`src/rtl/adc_seq_pkg.sv`:
```
package adc_seq_pkg;
  typedef enum logic [1:0] {REF_SUPPLY = 2'd0, REF_PIN = 2'd1, REF_INT_A = 2'd2, REF_INT_B = 2'd3} ref_sel_e;
  typedef enum logic [1:0] {IN_PIN0 = 2'd0, IN_TEMP = 2'd1, IN_DACREF = 2'd2, IN_PIN1 = 2'd3} in_sel_e;
  typedef enum logic [1:0] {ST_IDLE, ST_INIT, ST_SAMPLE, ST_CONV} phase_e;
  localparam int unsigned N_MOD  = 4;
  localparam int unsigned M_CORE = 0;
  localparam int unsigned M_REF  = 1;
  localparam int unsigned M_TS   = 2;
  localparam int unsigned M_DAC  = 3;
  localparam int unsigned REF_INT_BIT = 1;
endpackage

```
`src/rtl/adc_init_calc.sv`:
```
module adc_init_calc
  import adc_seq_pkg::*;
#(
  parameter int unsigned US_W     = 6,
  parameter int unsigned T_CORE   = 6,
  parameter int unsigned T_REF    = 40,
  parameter int unsigned T_REF_SW = 2,
  parameter int unsigned T_TS     = 40,
  parameter int unsigned T_DAC    = 20
) (
  input  logic             warm_i,
  input  logic             lowlat_i,
  input  logic [1:0]       ref_sel_i,
  input  logic [1:0]       in_sel_i,
  input  logic [1:0]       prev_ref_i,
  input  logic [1:0]       prev_in_i,
  output logic [US_W-1:0]  wait_o,
  output logic [N_MOD-1:0] need_o
);
  logic            fast;
  logic [US_W-1:0] mod_wait [N_MOD];

  always_comb begin
    fast           = warm_i & lowlat_i;
    need_o         = '0;
    need_o[M_CORE] = 1'b1;
    need_o[M_REF]  = ref_sel_i[REF_INT_BIT];
    need_o[M_TS]   = (in_sel_i == IN_TEMP);
    need_o[M_DAC]  = (in_sel_i == IN_DACREF);

    mod_wait[M_CORE] = fast ? '0 : US_W'(T_CORE);
    if (fast && prev_ref_i[REF_INT_BIT])
      mod_wait[M_REF] = (prev_ref_i == ref_sel_i) ? '0 : US_W'(T_REF_SW);
    else
      mod_wait[M_REF] = US_W'(T_REF);
    mod_wait[M_TS]  = (fast && prev_in_i == IN_TEMP) ? '0 : US_W'(T_TS);
    mod_wait[M_DAC] = US_W'(T_DAC);

    // modules settle in parallel: the slowest enabled one decides
    wait_o = '0;
    for (int i = 0; i < N_MOD; i++)
      if (need_o[i] && mod_wait[i] > wait_o) wait_o = mod_wait[i];
  end
endmodule

```
`src/rtl/adc_mod_ctrl.sv`:
```
module adc_mod_ctrl
  import adc_seq_pkg::*;
(
  input  logic             clk_i,
  input  logic             rst_ni,
  input  logic             en_i,
  input  logic             load_i,
  input  logic [N_MOD-1:0] need_i,
  input  logic             finish_i,
  input  logic             keep_i,
  input  logic [1:0]       ref_sel_i,
  input  logic [1:0]       in_sel_i,
  output logic [N_MOD-1:0] mod_en_o,
  output logic             warm_o,
  output logic [1:0]       prev_ref_o,
  output logic [1:0]       prev_in_o
);
  for (genvar g = 0; g < N_MOD; g++) begin : g_en
    always_ff @(posedge clk_i or negedge rst_ni) begin
      if (!rst_ni)                 mod_en_o[g] <= 1'b0;
      else if (!en_i)              mod_en_o[g] <= 1'b0;
      else if (load_i)             mod_en_o[g] <= need_i[g];
      else if (finish_i && !keep_i) mod_en_o[g] <= 1'b0;
    end
  end

  // history of the last finished conversion, used for low-latency shortcuts
  always_ff @(posedge clk_i or negedge rst_ni) begin
    if (!rst_ni) begin
      warm_o     <= 1'b0;
      prev_ref_o <= REF_SUPPLY;
      prev_in_o  <= IN_PIN0;
    end else if (!en_i) begin
      warm_o <= 1'b0;
    end else if (finish_i) begin
      warm_o     <= keep_i;
      prev_ref_o <= ref_sel_i;
      prev_in_o  <= in_sel_i;
    end
  end
endmodule

```
`src/rtl/adc_phase_timer.sv`:
```
module adc_phase_timer #(
  parameter int unsigned CW = 8
) (
  input  logic          clk_i,
  input  logic          rst_ni,
  input  logic          load_i,
  input  logic [CW-1:0] load_val_i,
  input  logic          step_i,
  output logic          last_o
);
  logic [CW-1:0] cnt_q;

  always_ff @(posedge clk_i or negedge rst_ni) begin
    if (!rst_ni)     cnt_q <= '0;
    else if (load_i) cnt_q <= load_val_i;
    else if (step_i) cnt_q <= cnt_q - 1'b1;
  end

  assign last_o = (cnt_q == CW'(1));
endmodule

```
`src/rtl/adc_init_seq.sv`:
```
module adc_init_seq
  import adc_seq_pkg::*;
#(
  parameter int unsigned SD_W       = 8,
  parameter int unsigned US_W       = 6,
  parameter int unsigned T_CORE     = 6,
  parameter int unsigned T_REF      = 40,
  parameter int unsigned T_REF_SW   = 2,
  parameter int unsigned T_TS       = 40,
  parameter int unsigned T_DAC      = 20,
  parameter int unsigned CONV_CLKS  = 14,
  parameter int unsigned MIN_SD_INT = 4
) (
  input  logic            clk_i,
  input  logic            rst_ni,
  input  logic            en_i,
  input  logic            lowlat_i,
  input  logic            start_i,
  input  logic [1:0]      in_sel_i,
  input  logic [1:0]      ref_sel_i,
  input  logic [SD_W-1:0] sampdur_i,
  input  logic            us_tick_i,
  input  logic            half_tick_i,
  output logic            busy_o,
  output logic            core_en_o,
  output logic            ref_en_o,
  output logic            ts_en_o,
  output logic            dac_en_o,
  output logic            sample_o,
  output logic            convert_o,
  output logic            done_o,
  output logic            err_o
);
  localparam int unsigned CONV_LEN = 2 * CONV_CLKS;
  localparam int unsigned CONV_W   = $clog2(CONV_LEN + 1);
  localparam int unsigned CW0      = (US_W > SD_W + 1) ? US_W : SD_W + 1;
  localparam int unsigned CW       = (CW0 > CONV_W) ? CW0 : CONV_W;

  phase_e          state_q, state_d;
  logic [1:0]      ref_q, in_q;
  logic [SD_W-1:0] sd_q;
  logic            ll_q, done_q, err_q;
  logic            accept, fin;
  logic            t_load, t_step, t_last;
  logic [CW-1:0]   t_val;
  logic [US_W-1:0] wait_us;
  logic [N_MOD-1:0] need, mod_en;
  logic            warm;
  logic [1:0]      prev_ref, prev_in;

  assign accept = en_i && start_i && (state_q == ST_IDLE);

  adc_init_calc #(
    .US_W(US_W), .T_CORE(T_CORE), .T_REF(T_REF), .T_REF_SW(T_REF_SW),
    .T_TS(T_TS), .T_DAC(T_DAC)
  ) i_calc (
    .warm_i    (warm),
    .lowlat_i  (lowlat_i),
    .ref_sel_i (ref_sel_i),
    .in_sel_i  (in_sel_i),
    .prev_ref_i(prev_ref),
    .prev_in_i (prev_in),
    .wait_o    (wait_us),
    .need_o    (need)
  );

  adc_phase_timer #(.CW(CW)) i_timer (
    .clk_i     (clk_i),
    .rst_ni    (rst_ni),
    .load_i    (t_load),
    .load_val_i(t_val),
    .step_i    (t_step),
    .last_o    (t_last)
  );

  adc_mod_ctrl i_mods (
    .clk_i     (clk_i),
    .rst_ni    (rst_ni),
    .en_i      (en_i),
    .load_i    (accept),
    .need_i    (need),
    .finish_i  (fin),
    .keep_i    (ll_q),
    .ref_sel_i (ref_q),
    .in_sel_i  (in_q),
    .mod_en_o  (mod_en),
    .warm_o    (warm),
    .prev_ref_o(prev_ref),
    .prev_in_o (prev_in)
  );

  always_comb begin
    state_d = state_q;
    t_load  = 1'b0;
    t_step  = 1'b0;
    t_val   = '0;
    fin     = 1'b0;
    unique case (state_q)
      ST_IDLE: if (accept) begin
        t_load = 1'b1;
        if (wait_us == '0) begin
          state_d = ST_SAMPLE;
          t_val   = CW'({sampdur_i, 1'b1});
        end else begin
          state_d = ST_INIT;
          t_val   = CW'(wait_us);
        end
      end
      ST_INIT: if (us_tick_i) begin
        if (t_last) begin
          state_d = ST_SAMPLE;
          t_load  = 1'b1;
          t_val   = CW'({sd_q, 1'b1});
        end else t_step = 1'b1;
      end
      ST_SAMPLE: if (half_tick_i) begin
        if (t_last) begin
          state_d = ST_CONV;
          t_load  = 1'b1;
          t_val   = CW'(CONV_LEN);
        end else t_step = 1'b1;
      end
      ST_CONV: if (half_tick_i) begin
        if (t_last) begin
          state_d = ST_IDLE;
          fin     = 1'b1;
        end else t_step = 1'b1;
      end
      default: state_d = ST_IDLE;
    endcase
    if (!en_i) begin
      state_d = ST_IDLE;
      t_load  = 1'b0;
      t_step  = 1'b0;
      fin     = 1'b0;
    end
  end

  always_ff @(posedge clk_i or negedge rst_ni) begin
    if (!rst_ni) begin
      state_q <= ST_IDLE;
      ref_q   <= REF_SUPPLY;
      in_q    <= IN_PIN0;
      sd_q    <= '0;
      ll_q    <= 1'b0;
      done_q  <= 1'b0;
      err_q   <= 1'b0;
    end else begin
      state_q <= state_d;
      done_q  <= fin;
      if (accept) begin
        ref_q <= ref_sel_i;
        in_q  <= in_sel_i;
        sd_q  <= sampdur_i;
        ll_q  <= lowlat_i;
        err_q <= ref_sel_i[REF_INT_BIT] && (int'(sampdur_i) < int'(MIN_SD_INT));
      end
    end
  end

  assign busy_o    = (state_q != ST_IDLE);
  assign sample_o  = (state_q == ST_SAMPLE);
  assign convert_o = (state_q == ST_CONV);
  assign done_o    = done_q;
  assign err_o     = err_q;
  assign core_en_o = mod_en[M_CORE];
  assign ref_en_o  = mod_en[M_REF];
  assign ts_en_o   = mod_en[M_TS];
  assign dac_en_o  = mod_en[M_DAC];
endmodule

```
`config.mk`:
```
export PLATFORM = sky130hd
export DESIGN_NAME = adc_init_seq
export DESIGN_NICKNAME = d
export VERILOG_FILES = /design/src/rtl/adc_seq_pkg.sv /design/src/rtl/adc_init_calc.sv /design/src/rtl/adc_mod_ctrl.sv /design/src/rtl/adc_phase_timer.sv /design/src/rtl/adc_init_seq.sv
export SDC_FILE = /design/constraint.sdc
export NUM_CORES = 1
export LEC_CHECK = 0
export BUFFER_PORTS_ARGS = -buffer_cell sky130_fd_sc_hd__buf_2
export CAP_MARGIN = 20
export CORE_MARGIN = 2
export CORE_UTILIZATION = 25
export DETAILED_ROUTE_END_ITERATION = 12
export PLACE_DENSITY = 0.44
export SLEW_MARGIN = 5
export SYNTH_ARGS = -nofsm -noshare
export SYNTH_HDL_FRONTEND = slang
export SYNTH_SLANG_ARGS = --single-unit
```
`constraint.sdc`:
```
create_clock -name clk_i -period 3.9 [get_ports clk_i]
set_input_delay 0.39 -clock clk_i [delete_from_list [all_inputs] [get_ports clk_i]]
set_output_delay 0.39 -clock clk_i [all_outputs]
set_load 0.01 [all_outputs]
```
==> results.sh <==
export IMPL_cpPeakStageDelay_ns=0.92
export IMPL_skew_ns=0.005945
export IMPL_synth_top_area_share_pct=43.89
export IMPL_diodes=0
export IMPL_slew_headroom_pct=29.41
export IMPL_critical_path_buf_inv_count=1
export IMPL_critPathKind="flop to flop"
export IMPL_critPathCaptureType="flop"
export IMPL_rsz0062_at_grt="no"
export IMPL_status="complete, no violations"
export IMPL_areaGrowthSynthToFinish_pct=16.99
export IMPL_coreArea_mm2=0.007727
export IMPL_async_flop_share_pct=100.0
export IMPL_layout_drive_gt1_share_pct=16.73
export IMPL_synth_seq_cells=35
export IMPL_vias=1696
export IMPL_ant_nets=0
export IMPL_fmax_ghz=0.3770
export IMPL_clock_latency_ns=0.29
export IMPL_min_period_ns=2.653
export IMPL_syn_inst=219
export IMPL_netlist_top_cells_area="dfrtp_1 (44%), nand2_1 (9.4%), ha_1 (5.0%)"
export IMPL_cp_data_required_time_ns=4.08
export IMPL_clk_pin_slew_ns=0.07
export IMPL_drt_pass1_iterations=4
export IMPL_crit_arrival_ns=2.83
export IMPL_yosysWarnings=0
export IMPL_critPathTopFamily="compound AO/OA/AOI/OAI gates"
export IMPL_setup_viol=0
export IMPL_yosysMostFrequentCell="nand2_1"
export IMPL_wirelength_mm=4.994
export IMPL_start_util_pct=25.83
export IMPL_ys_flop_type="dfrtp_1"
export IMPL_cts_setup_buffers=0
export IMPL_wl_per_cell_um=14.15
export IMPL_drc=0
export IMPL_ctsHtreeMaxLevel=2
export IMPL_yosysSeqAreaShare_pct=43.89
export IMPL_grt_pass1_wl_mm=8.631
export IMPL_power_density_mw_per_mm2=526.7
export IMPL_cp_max_fo=18
export IMPL_rows=32
export IMPL_synth_area_mm2=0.001996
export IMPL_grt_antenna_before_repair=0
export IMPL_fp_dieH_um=93.35
export IMPL_cts_hold_buffers=0
export IMPL_p_leak_nw=1.089
export IMPL_worstMarginPinSlew_ns=1.057
export IMPL_io_buffers=27
export IMPL_cp_num_cells=6
export IMPL_hold_viol=0
export IMPL_cts_root_buffer="clkbuf_8"
export IMPL_dieArea_mm2=0.008713
export IMPL_grt_ovfl_total=0
export IMPL_synth_edf_count=0
export IMPL_peakVddDrop_mv=0.1775
export IMPL_yosysTopAreaCell="dfrtp_1"
export IMPL_cts_buffers=5
export IMPL_cts_resized_gates=0
export IMPL_fin_tns_setup_ns=0
export IMPL_hpwlAfterDp_mm=3.825
export IMPL_place_gp_congestion=0.7521
export IMPL_final_nets=277
export IMPL_drtIter0Drc=107
export IMPL_grt_pass1_vias=1721
export IMPL_synth_commonest_cells="nand2_1 (50), dfrtp_1 (35), inv_1 (13)"
export IMPL_cts_tree="built"
export IMPL_fin_crit_sh_pct=68.01
export IMPL_num_io_pins=28
export IMPL_max_cap_violations=0
export IMPL_setup_worst_path_start_class="flop"
export IMPL_cp_slowest_cell="o21bai_1"
export IMPL_holdWs_ns=0.1943
export IMPL_ys_types=49
export IMPL_path_cells="inv_1 > ha_1 > and3_1 > o21bai_1 > o211ai_1 > a32o_1"
export IMPL_clkSinkCount=35
export IMPL_die_x_um=93.35
export IMPL_drv_slew=0
export IMPL_grt_max_degree=36
export IMPL_ctsLongestPathBuffers=2
export IMPL_dp_cells=345
export IMPL_final_cells=353
export IMPL_viasPerCell=4.805
export IMPL_grtUsageTotal_pct=12.69
export IMPL_synth_nets=246
export IMPL_synth_area_per_cell_um2=9.113
export IMPL_min_path_type="primary input to asynchronous set/reset pin"
export IMPL_reg2regPathDepth=6
cell families (layout without fill, tap and decap cells):
family	Yosys count	after routing	synth area share, %
xor+xnor	7	7	3.072
simple gates	97	97	24.70
buf+inv	18	50	3.448
fa+ha+maj	9	9	5.517
mux	5	5	2.758
compound gates	48	48	16.61
flops	35	35	43.89
layer usage:
metal  vias to the layer above  wire length (µm)  GRT usage, %
li1                        851                 -             -
met4                         0                68         4.289
met1                       799              2501         18.45
met3                         6               243         2.740
met2                        40              2181         18.59
met5                         -                 0             0
sequential cells by signal (all words and copies together), names as in the netlist:
| name | count |
|---|---|
| i_mods.warm_o | 1 |
| state_q | 2 |
| i_mods.prev_ref_o | 2 |
| ref_q | 2 |
| i_mods.mod_en_o | 4 |
| err_o | 1 |
| done_o | 1 |
| ll_q | 1 |
| sd_q | 8 |
| in_q | 2 |
| i_mods.prev_in_o | 2 |
| i_timer.cnt_q | 9 |
power by group:
part	total, mW	switching [mW]	leakage (nW)	internal (mW)
combinational	0.396	0.227	0.603	0.169
sequential	0.584	0.0982	0.444	0.486
clock	0.250	0.125	0.0422	0.125
metrics by stage:
step | utilization [%] | setup slack (ns) | cell area (µm²) | power, mW
final | 30.21 | 1.247 | 2335 | 1.230
after global routing | 30.21 | 0.9943 | 2335 | 1.347
after CTS | 30.21 | 1.210 | 2335 | 1.249
after detailed placement | 29.16 | 1.226 | 2253 | 0.9916
after global placement | 29.16 | 1.300 | 2253 | 0.9945
after floorplan | - | 1.674 | 1996 | 0.8554
layout make-up:
cell class | instances | area [µm²]
Fill cell | 833 | 5393
Multi-Input combinational cell | 166 | 1051
Sequential cell | 35 | 875.8
Timing Repair Buffer | 29 | 150.1
Tap cell | 102 | 127.6
Clock buffer | 7 | 76.32
Inverter | 13 | 48.80
Clock inverter | 1 | 5.005
path summary, 6_finish.rpt:
check	slack (ns)	from	endpoint
min in group clk_i	0.32	sampdur_i[1]	sd_q[1]
max in group asynchronous	3.21	rst_ni	i_timer.cnt_q[5]
setup reg to reg	1.25	state_q[0]	i_timer.cnt_q[3]
setup / recovery	1.25	state_q[0]	i_timer.cnt_q[3]
hold / removal	0.19	rst_ni	sd_q[5]
hold reg to reg	0.48	ll_q	ll_q
cell usage in the layout (no fill, tap or decap), types with 4 or more instances in the layout:
cell type / n
clkbuf_8: 5
a21oi_1: 9
nor3_1: 4
nand4_1: 4
inv_1: 13
nor2_1: 7
ha_1: 8
mux2_2: 4
nand3_1: 5
nand2b_1: 4
dfrtp_1: 35
nor3b_1: 4
buf_2: 27
xor2_1: 5
nand2_1: 50
a221oi_1: 4
or4_1: 4
o21ai_0: 10
worst register-to-register path, stage by stage (launching register included):
cell and delay [ns]:
dfrtp_1 0.41, inv_1 0.10, ha_1 0.25, and3_1 0.41, o21bai_1 0.93, o211ai_1 0.19, a32o_1 0.26
Note: power is estimated with default switching activity, not from simulation.
